### src/rtl/accum_pkg.sv
package accum_pkg;

    typedef enum logic {
        FMT_UNSIGNED = 1'b0,
        FMT_SIGNED   = 1'b1
    } data_fmt_e;

endpackage

### src/rtl/accum_core.sv
module accum_core #(
    parameter int SUM_W = 24,
    parameter int OUT_W = 28
) (
    input  logic             clk,
    input  logic             rst_n,
    input  logic             acc_en,
    input  logic [SUM_W-1:0] sum_in,
    input  logic             fmt_signed,
    output logic [OUT_W-1:0] total_q
);
    import accum_pkg::*;

    localparam int EXT_W = OUT_W - SUM_W;

    typedef struct packed {
        logic [OUT_W-1:0] total;
    } core_st_t;

    core_st_t st_d, st_q;
    logic [OUT_W-1:0] sum_ext;
    logic             ext_bit;

    always_comb begin
        ext_bit  = (data_fmt_e'(fmt_signed) == FMT_SIGNED) ? sum_in[SUM_W-1] : 1'b0;
        sum_ext  = {{EXT_W{ext_bit}}, sum_in};
        st_d     = st_q;
        if (acc_en) begin
            st_d.total = st_q.total + sum_ext;
        end else begin
            // feedback path zeroed: restart with the current sum
            st_d.total = sum_ext;
        end
    end

    always_ff @(posedge clk) begin
        if (!rst_n) begin
            st_q <= '0;
        end else begin
            st_q <= st_d;
        end
    end

    assign total_q = st_q.total;

endmodule

### src/rtl/accum_round.sv
module accum_round #(
    parameter int OUT_W = 28,
    parameter int POS_W = 5
) (
    input  logic [OUT_W-1:0] val_in,
    input  logic [POS_W-1:0] pos,
    output logic [OUT_W-1:0] val_out
);
    localparam logic [OUT_W-1:0] ONE = {{(OUT_W-1){1'b0}}, 1'b1};

    logic             active;
    logic [OUT_W-1:0] half;
    logic [OUT_W-1:0] keep_mask;
    logic [OUT_W-1:0] sum_half;

    always_comb begin
        active    = (pos != '0) && (32'(pos) < OUT_W);
        half      = '0;
        keep_mask = '1;
        if (active) begin
            half      = ONE << (pos - POS_W'(1));
            keep_mask = ~((ONE << pos) - ONE);
        end
        sum_half = val_in + half;
        val_out  = sum_half & keep_mask;
    end

endmodule

### src/rtl/accum_hold.sv
module accum_hold #(
    parameter int OUT_W = 28
) (
    input  logic             clk,
    input  logic             rst_n,
    input  logic             dump,
    input  logic [OUT_W-1:0] rounded,
    output logic [OUT_W-1:0] hold_q,
    output logic             valid_q
);
    typedef struct packed {
        logic [OUT_W-1:0] hold;
        logic             valid;
    } hold_st_t;

    hold_st_t st_d, st_q;

    always_comb begin
        st_d       = st_q;
        st_d.valid = dump;
        if (dump) begin
            st_d.hold = rounded;
        end
    end

    always_ff @(posedge clk) begin
        if (!rst_n) begin
            st_q <= '0;
        end else begin
            st_q <= st_d;
        end
    end

    assign hold_q  = st_q.hold;
    assign valid_q = st_q.valid;

endmodule

### src/rtl/accum_out_gate.sv
module accum_out_gate #(
    parameter int OUT_W = 28,
    parameter int LO_W  = 9
) (
    input  logic             clk,
    input  logic             rst_n,
    input  logic             oe_lo_n,
    input  logic             oe_hi_n,
    input  logic [OUT_W-1:0] hold,
    output logic [OUT_W-1:0] dout
);
    localparam int HI_W = OUT_W - LO_W;

    typedef struct packed {
        logic lo_off;
        logic hi_off;
    } gate_st_t;

    gate_st_t st_d, st_q;

    always_comb begin
        st_d.lo_off = oe_lo_n;
        st_d.hi_off = oe_hi_n;
    end

    always_ff @(posedge clk) begin
        if (!rst_n) begin
            st_q <= '{lo_off: 1'b1, hi_off: 1'b1};
        end else begin
            st_q <= st_d;
        end
    end

    assign dout[LO_W-1:0]     = st_q.lo_off ? '0 : hold[LO_W-1:0];
    assign dout[OUT_W-1:LO_W] = st_q.hi_off ? {HI_W{1'b0}} : hold[OUT_W-1:LO_W];

endmodule

### src/rtl/accum_hold_out.sv
module accum_hold_out #(
    parameter int SUM_W = 24,
    parameter int OUT_W = 28,
    parameter int LO_W  = 9,
    parameter int POS_W = $clog2(OUT_W + 1)
) (
    input  logic             clk,
    input  logic             rst_n,
    input  logic             acc_en,
    input  logic [SUM_W-1:0] sum_in,
    input  logic             fmt_signed,
    input  logic [POS_W-1:0] rnd_pos,
    input  logic             oe_lo_n,
    input  logic             oe_hi_n,
    output logic [OUT_W-1:0] dout,
    output logic             dout_valid
);
    logic [OUT_W-1:0] total_q;
    logic [OUT_W-1:0] rounded;
    logic [OUT_W-1:0] hold_q;

    accum_core #(.SUM_W(SUM_W), .OUT_W(OUT_W)) u_core (
        .clk        (clk),
        .rst_n      (rst_n),
        .acc_en     (acc_en),
        .sum_in     (sum_in),
        .fmt_signed (fmt_signed),
        .total_q    (total_q)
    );

    accum_round #(.OUT_W(OUT_W), .POS_W(POS_W)) u_round (
        .val_in  (total_q),
        .pos     (rnd_pos),
        .val_out (rounded)
    );

    accum_hold #(.OUT_W(OUT_W)) u_hold (
        .clk     (clk),
        .rst_n   (rst_n),
        .dump    (!acc_en),
        .rounded (rounded),
        .hold_q  (hold_q),
        .valid_q (dout_valid)
    );

    accum_out_gate #(.OUT_W(OUT_W), .LO_W(LO_W)) u_gate (
        .clk     (clk),
        .rst_n   (rst_n),
        .oe_lo_n (oe_lo_n),
        .oe_hi_n (oe_hi_n),
        .hold    (hold_q),
        .dout    (dout)
    );

endmodule

### config.mk
export PLATFORM = sky130hd
export DESIGN_NAME = accum_hold_out
export DESIGN_NICKNAME = d
export VERILOG_FILES = /design/src/rtl/accum_pkg.sv /design/src/rtl/accum_core.sv /design/src/rtl/accum_round.sv /design/src/rtl/accum_hold.sv /design/src/rtl/accum_out_gate.sv /design/src/rtl/accum_hold_out.sv
export SDC_FILE = /design/constraint.sdc
export NUM_CORES = 1
export LEC_CHECK = 0
export CAP_MARGIN = 20
export CORE_MARGIN = 2
export CORE_UTILIZATION = 35
export DETAILED_ROUTE_END_ITERATION = 7
export MAX_ROUTING_LAYER = met4
export SLEW_MARGIN = 25
export SYNTH_ARGS = -nofsm -noshare
export SYNTH_HDL_FRONTEND = slang
export SYNTH_SLANG_ARGS = --single-unit
### constraint.sdc
create_clock -name clk -period 7.35 [get_ports clk]
set_clock_uncertainty 0.2 [all_clocks]
set_input_delay 0.735 -clock clk [delete_from_list [all_inputs] [get_ports clk]]
set_output_delay 0.735 -clock clk [all_outputs]
set_load 0.1 [all_outputs]
Word level (Yosys, flattened, before mapping). Cells that the tools add are included.

Output and inout port bits: 29. Word-level logic and storage cells: 23. Flip-flop bits (word level): 59.

Bitwise logic cells: 2. Reductions and logical operators: 3. Mux-type cells: 6. Add/sub/neg operators: 4. $lt $le $gt $ge: 1. Shift-type cells: 2.

Operator list (number): 2-to-1 mux 28 bit (3); adder 28 bit (2); << shifter 1 x 5 -> 28 bit (first input constant) (2); AND 28 bit (1); inverter 28 bit (1); subtractor 28 x 1 -> 28 bit (second input constant) (1); 2-to-1 mux 19 bit (1); 2-to-1 mux 9 bit (1); < comparator 5 bit (second input constant) (1); nonzero test 5 bit (1); subtractor 5 x 1 -> 5 bit (second input constant) (1); logical AND 1 bit (1); zero test 1 bit (1); 2-to-1 mux 1 bit (1).

Depth between registers and ports, before layout. Gate-level depths: netlist of run 1.

Word-level depth: 5. Mapped depth: 15.

Hierarchy. Synthesis of run 1 repeated with hierarchy kept, for this count alone.

Cells, all modules: 842. Area, all modules: 6257.3 sq um.

Modules (own cells, without submodules): accum_core (area an instance 2499.9 sq um, sequential area each 560.5 sq um, cells each 321, instances 1); accum_round (area an instance 2414.8 sq um, sequential area each 0.0 sq um, cells each 395, instances 1); accum_hold (area an instance 1093.5 sq um, sequential area each 580.6 sq um, cells each 92, instances 1); accum_out_gate (area an instance 245.2 sq um, sequential area each 40.0 sq um, cells each 33, instances 1); accum_hold_out (area an instance 3.8 sq um, sequential area each 0.0 sq um, cells each 1, instances 1).

Worst setup path after synthesis of run 1. No wires, ideal clock.

Path kind: input port to flip-flop. Start: in rnd_pos[3]. End: reg u_hold.st_q (netlist bit u_hold.hold_q[22]). Stages on the path: 14. Arrival time: 3499 ps. Path slack: 3564 ps. Required time: 7063 ps. Path through: clkbuf_1 clkbuf_1 or3_1 nor2_1 ha_1 inv_1 fa_1 nor2b_1 o31ai_2 a21oi_1 o21ai_2 a2111oi_2 nor4_1 o31ai_1.

Word-level cells in the longest chain between the ends: 5.

Ends and longest elaborated chain: from (decl) (RTL line accum_hold_out.sv:12) `input logic [POS_W-1:0] rnd_pos,`; subtractor 5 x 1 -> 5 bit (tied with other cells) (RTL line accum_round.sv:21) `half = ONE << (pos - POS_W'(1));`; << shifter 1 x 5 -> 28 bit (tied with other cells) (RTL line accum_round.sv:21); 2-to-1 mux 28 bit / inverter 28 bit (equally long branches) (RTL line accum_round.sv:20, accum_round.sv:22); adder 28 bit / 2-to-1 mux 28 bit (equally long branches) (RTL line accum_round.sv:24, accum_round.sv:20); AND 28 bit * (RTL line accum_round.sv:25) `val_out = sum_half & keep_mask;`; to (signal assigned) (RTL line accum_hold.sv:30) `st_q <= st_d;`; to (decl) (RTL line accum_hold.sv:16) `hold_st_t st_d, st_q;`.

Mark *: on every way between the ends. The rest lies on a longest branch, timed or not. A chain may end at the register's enable or synchronous reset.

Worst setup path after layout of run 1.
Start: in rnd_pos[4]. End: reg u_hold.st_q (netlist bit u_hold.hold_q[24]).

The elaborated chain is that of the path after synthesis.

==> metrics, run 1 <==
input/output buffers 63; top post-synthesis cells by area dfxtp_1 20%, ha_1 11%, nand2_1 5.5%, o21ai_0 5.2%, a21oi_1 4.9%; slew margin rel. around a third; asr flop ratio synth 0%; post-DP HPWL 13500 µm; CP arrival 4.71 ns; DR WL/cell between 15 and 20 µm; Nets about 950; RSZ-0062 raised after global routing false; H-tree level count 3; Fillers 1828; 1st-iter DRT viols about 510; cts bufs inserted 9; f_max approximately 0.21 GHz; row count 48; DR DRC count 0; Max Used Layer met4; Via density 5.546; Worst-path clk slew 0.05 ns; area of the mapped netlist 6051 µm²; layout cell share with drive strength beyond 1 5.465%; Critical Path Start Type primary input; worst hold start u_hold.hold_q[16]$_SDFFE_PN0N_; die width 135.5 µm; initial antenna violation count 0; Net Count, Synth 910; largest net degree at the start of global routing 42; area of the multi-input gates 4618 µm²; clk_lat worst skew around 0.35 ns; FF-to-FF End u_hold.hold_q[24]$_SDFFE_PN0N_; Final Core Density 41.58%; CTS resizes 0; Max clock buf depth 2; vias 6017; vias in the first global route 5739; Critical Path Source rnd_pos[4]; length of routed met3 wiring 812 µm; type of the tightest min-delay check flip-flop to flip-flop; Reg area 1181 µm²; Post-synth EDFFs 0; area growth from synthesis to layout 17.62%; Metal-1 WL 8991 µm; Synth Warn # 0; top-count cell post-synth nand2_1; chip height around 140 µm; Post-CTS Hold Buffers 0; Setup violations, final 0; power per cell area around 170 nW/µm²; post-synth top area share around a fifth; Overflow after GRT 0; Lkg Pwr between 2 and 3 nW; Final Hold Fails 0; Setup crit end kind flip-flop; first-pass GRT wire length 29370 µm; ant diodes 0; io pins 64; max-cap violations 0; Slew @ Worst Pin 0.9858 ns; Initial Util between 30% and 40%; TritonCTS clock tree yes; GRT Util Overall 20.82%; setup slack, reg-to-reg 4.50 ns; outcome complete, no violations; reg2reg start u_core.total_q[0]$_SDFF_PN0_; Pins Over Slew Limit 0; Post-DRT Antenna Nets 0; Fin Setup TNS 0 ns; Core Area 17120 µm²; Max VDD drop approximately 120 µV; R2R cell count 10; DIE AREA 18360 µm²; crit path max fanout 23; most frequent cells after synthesis 89 x nand2_1, 78 x nor2_1, 63 x o21ai_0; post-synthesis sequential area ratio 19.52%; detailed route wirelength on metal2 roughly 7800 µm; total clock sinks roughly 60; Tmin final 4.677 ns; clk root buf clkbuf_16; Gate Count Post-Synth 818; Synth Register Bits 59; Yosys cell types 69; worst hold path depth 2; ys flop type dfxtp_1; WL final 17930 µm; drt first pass iters 6; # Post-CTS Setup Buffers 0; CP required 7.38 ns; Worst Hold End u_hold.hold_q[16]$_SDFFE_PN0N_; Mean Syn Cell Area 7.397 µm²; gpl congestion between 0.9 and 1; Synth area leader dfxtp_1; WS Path Type primary input to flip-flop; part of the cycle the worst path needs 63.63%
## sequential cells by signal, summed over array words and instances, names as in the netlist
signal	cells
u_gate.st_q	2
u_hold.valid_q	1
u_core.total_q	28
u_hold.hold_q	28
## placed cells by master (no fill, tap or decap), types with 22 or more instances in the layout
| cell | count |
|---|---|
| nand2_1 | 89 |
| nor2_1 | 78 |
| inv_1 | 22 |
| clkdlybuf4s50_1 | 63 |
| o21ai_0 | 63 |
| ha_1 | 55 |
| dfxtp_1 | 59 |
| a21oi_1 | 59 |
| xnor2_1 | 22 |
| nor2b_1 | 44 |
## final cells by class
type | count | share of cell area (%)
multi-input cells | 694 | 64.89
flip-flops and latches | 59 | 16.60
clock buffers | 12 | 3.604
inverters | 23 | 1.213
well taps | 225 | 3.956
repair buffers | 68 | 9.388
clock inverters | 4 | 0.3516
## how the worst max path moves through the flow
stage / to / slack [ns] / cells after the start
3_3_place_gp: u_hold.hold_q[27]$_SDFFE_PN0N_ / 2.47 / 12
5_1_grt: u_hold.hold_q[24]$_SDFFE_PN0N_ / 2.37 / 12
6_report: u_hold.hold_q[24]$_SDFFE_PN0N_ / 2.67 / 14
3_5_place_dp: u_hold.hold_q[27]$_SDFFE_PN0N_ / 2.43 / 12
4_1_cts: u_hold.hold_q[27]$_SDFFE_PN0N_ / 2.77 / 12
2_1_floorplan: u_hold.hold_q[22]$_SDFFE_PN0N_ / 3.56 / 14
## power breakdown
group | switching (mW) | total (mW) | leakage, nW | internal (mW)
Combinational | 0.268 | 0.448 | 2.20 | 0.180
Sequential | 0.0252 | 0.374 | 0.485 | 0.349
Clock | 0.164 | 0.409 | 0.135 | 0.245
## per-stage QoR
| stage | power [mW] | hold WS [ns] | worst slack [ns] | area, µm² | std cells |
|---|---|---|---|---|---|
| after floorplan | 0.7092 | 0.2118 | 3.564 | 6051 | 818 |
| after global placement | 0.8227 | 0.2309 | 2.474 | 6834 | 1069 |
| after detailed placement | 0.8224 | 0.2351 | 2.426 | 6835 | 1069 |
| after CTS | 1.235 | 0.2476 | 2.765 | 7117 | 1085 |
| after global routing | 1.305 | 0.2726 | 2.370 | 7117 | 1085 |
| final | 1.231 | 0.2447 | 2.673 | 7117 | 1085 |
## kinds of logic (layout without fill, tap and decap cells)
group / count (synthesis) / count (layout) / synth area share [%]
buffers and inverters: 65 / 107 / 4.177
AND/OR/NAND/NOR: 310 / 310 / 24.94
AO/OA/AOI/OAI: 277 / 277 / 31.78
multiplexers: 14 / 14 / 2.337
adder cells (fa/ha/maj): 57 / 57 / 12.03
flip-flops: 59 / 59 / 19.52
XOR/XNOR: 36 / 36 / 5.211
## layer usage
layer / GRT usage (%) / vias up
met2: 31.56 / 168
met1: 28.72 / 2747
met3: 3.068 / 24
li1: - / 3078
met5: - / -
met4: 6.250 / 0
## critical path, cell delays in order
cell and delay (ns):
clkdlybuf4s50_1 0.81, buf_4 0.39, or3_1 0.37, nor2_1 0.18, ha_1 0.23, inv_1 0.07
fa_1 0.42, nor2b_1 0.20, o31ai_2 0.12, a21boi_1 0.32, a41oi_1 0.22, a21boi_0 0.39
a2111o_1 0.17, nand3_1 0.07
Note: power is estimated with default switching activity, not from simulation.
==> run 2: changes to the inputs <==
==> constraint.sdc (replaced) <==
create_clock -name clk -period 4.4 [get_ports clk]
set_clock_uncertainty 0.2 [all_clocks]
set_input_delay 0.44 -clock clk [delete_from_list [all_inputs] [get_ports clk]]
set_output_delay 0.44 -clock clk [all_outputs]
set_load 0.1 [all_outputs]
==> run 2 against run 1 <==
Compared with the run above:
- the run now ends with DRC left
- sequential cell count is the same
- final cell count up 1.8%
- critical endpoint is now u_hold.hold_q[25]$_SDFFE_PN0N_
- sequential share of layout area fell by 0.27 points
- die area did not move
- highest routed layer unchanged
- total power increased by 65%
- largest cell class unchanged
==> metrics, run 2 (synthesis results as in run 1) <==
Core Area 17120 µm² (unchanged); slew margin rel. 34.01% (-0.059 points); clk root buf clkbuf_16; gpl congestion 0.9029 (+0.21%); GRT Util Overall 21.01% (+0.18 points); ant diodes 0 (unchanged); Critical Path Start Type primary input; failing checks DRC; vias in the first global route 5797 (+1.0%); WP buf/inv 2 (-1); WS Path Type primary input to flip-flop; type of the tightest min-delay check flip-flop to flip-flop; CP max stage cell clkdlybuf4s50_1; row count 48 (unchanged); first-pass GRT wire length 29680 µm (+1.1%); drt first pass iters 8 (+2); TritonCTS clock tree yes; post-route cell area 7233 µm² (+1.6%); Post-DRT Antenna Nets 0 (unchanged); max-cap violations 0 (unchanged); area growth from synthesis to layout 19.54%; CP required 4.42 ns (-2.96 ns); crit path max fanout 9 (-61%); CP max stage delay 0.67 ns (-0.14 ns); f_max 0.2504 GHz; largest net degree at the start of global routing 41 (-2.4%); outcome complete, but fails checks; commonest non-fill, non-tap cells in the layout 89 x nand2_1, 78 x nor2_1, 63 x o21ai_0, 63 x clkdlybuf4s50_1; vias 6242 (+3.7%); cts bufs inserted 9 (unchanged); power per cell area 280.1 nW/µm² (+62%); input/output buffers 63 (unchanged); Max clock buf depth 2 (unchanged); Nets 966 (+2.0%); Setup violations, final 0 (unchanged); Worst-path clk slew 0.05 ns (about the same); WL final 18200 µm (+1.5%); Slew @ Worst Pin 0.9867 ns (+0.0008872 ns); Pins Over Slew Limit 0 (unchanged); setup slack, reg-to-reg 1.55 ns (-2.95 ns); Final Hold Fails 0 (unchanged); CP top delay family compound AO/OA/AOI/OAI gates; clk_lat worst skew 0.34 ns (about the same); Min Hold Slack 0.2512 ns (+0.006544 ns); Overflow after GRT 0 (unchanged); initial antenna violation count 0 (unchanged); CP arrival 4.02 ns (-0.69 ns); DIE AREA 18360 µm² (unchanged); Lkg Pwr 2.897 nW (+2.8%); chip height 135.5 µm (unchanged); post-DP HPWL 13990 µm (+3.6%); RSZ-0062 raised after global routing false; DR WL/cell 16.48 µm (-0.22%); layout cell share with drive strength beyond 1 6.940% (+1.5 points); die width 135.5 µm (unchanged); DR DRC count 12 (+12); Fin Setup TNS 0 ns (unchanged); CP Cell Sequence clkdlybuf4s50_1 > clkinv_1 > or3_1 > nor2_1 > ha_1 > o21ai_0 > o211ai_1 > nand3_1 > a2111oi_0 > nor3_1 > xnor2_1 > a32o_1; H-tree level count 3 (unchanged); most common cell after layout, fill and taps aside nand2_1; Post-CTS Hold Buffers 0 (unchanged); Max VDD drop 183.2 µV (+57%); CTS resizes 0 (unchanged); Via density 5.654 (+2.0%); Tmin final 3.993 ns; 1st-iter DRT viols 512 (+0.79%); Final Core Density 42.26% (+0.68 points); io pins 64 (unchanged); part of the cycle the worst path needs 90.75%; # Post-CTS Setup Buffers 0 (unchanged); Setup crit end kind flip-flop; total clock sinks 59 (unchanged); Area after DPL 6977 µm² (+2.1%); Initial Util 35.35% (unchanged)
run 2: changes by cell type in the layout (fill, tap and decap cells not counted):
cell	previous run	this run
and2_0	1	2
buf_4	5	24
clkbuf_8	2	0
and2_2	1	0
clkinv_2	2	1
clkbuf_1	1	5
clkinvlp_4	2	1
run 2: metal layers:
metal | wire, µm | global-route usage, %
met4 | 432 | 7.465
met5 | 0 | -
met1 | 8778 | 28.77
met2 | 7916 | 31.75
met3 | 1071 | 2.768
run 2: through the flow:
stage / total power [mW] / setup WS, ns / instances
after global placement: 1.386 / 0.1357 / 1088
after detailed placement: 1.389 / 0.1482 / 1088
after global routing: 2.155 / 0.1710 / 1104
after floorplan: 1.185 / 0.9088 / 818
final: 2.026 / 0.4069 / 1104
after CTS: 2.036 / 0.4799 / 1104
run 2: worst paths after layout:
| kind | from | depth (start not counted) | endpoint |
|---|---|---|---|
| worst max-delay path | rnd_pos[2] | 12 | u_hold.hold_q[25]$_SDFFE_PN0N_ |
| worst min-delay path | u_hold.hold_q[4]$_SDFFE_PN0N_ | 2 | u_hold.hold_q[4]$_SDFFE_PN0N_ |
| worst max register to register | u_core.total_q[3]$_SDFF_PN0_ | 8 | u_hold.hold_q[25]$_SDFFE_PN0N_ |
| worst min register to register | u_hold.hold_q[4]$_SDFFE_PN0N_ | 2 | u_hold.hold_q[4]$_SDFFE_PN0N_ |
run 2: power by group:
part	total, mW	internal (mW)	leakage [nW]	switching (mW)
Combinational	0.764	0.312	2.29	0.453
Sequential	0.624	0.583	0.485	0.0411
Clock	0.638	0.381	0.121	0.257
run 2: area by class of cell:
| class | count | area (µm²) |
|---|---|---|
| Tap cell | 225 | 281.5 |
| Fill cell | 1764 | 9883 |
| Sequential cell | 59 | 1181 |
| Inverter | 23 | 86.33 |
| Clock inverter | 2 | 12.51 |
| Multi-Input combinational cell | 694 | 4617 |
| Timing Repair Buffer | 87 | 810.8 |
| Clock buffer | 14 | 244.0 |
run 2: tightest hold or removal path, stage by stage, from the launching register on:
cell and delay [ns]:
dfxtp_1 0.31, nand2_1 0.06, o41ai_1 0.05
==> run 3: changes to the inputs <==
--- a/config.mk
+++ b/config.mk
@@ -14,3 +14,4 @@
 export SYNTH_ARGS = -nofsm -noshare
 export SYNTH_HDL_FRONTEND = slang
 export SYNTH_SLANG_ARGS = --single-unit
+export TNS_END_PERCENT = 50
==> results of run 3 <==
Same layout as run 2: the final DEF is identical, and so are final timing and power.
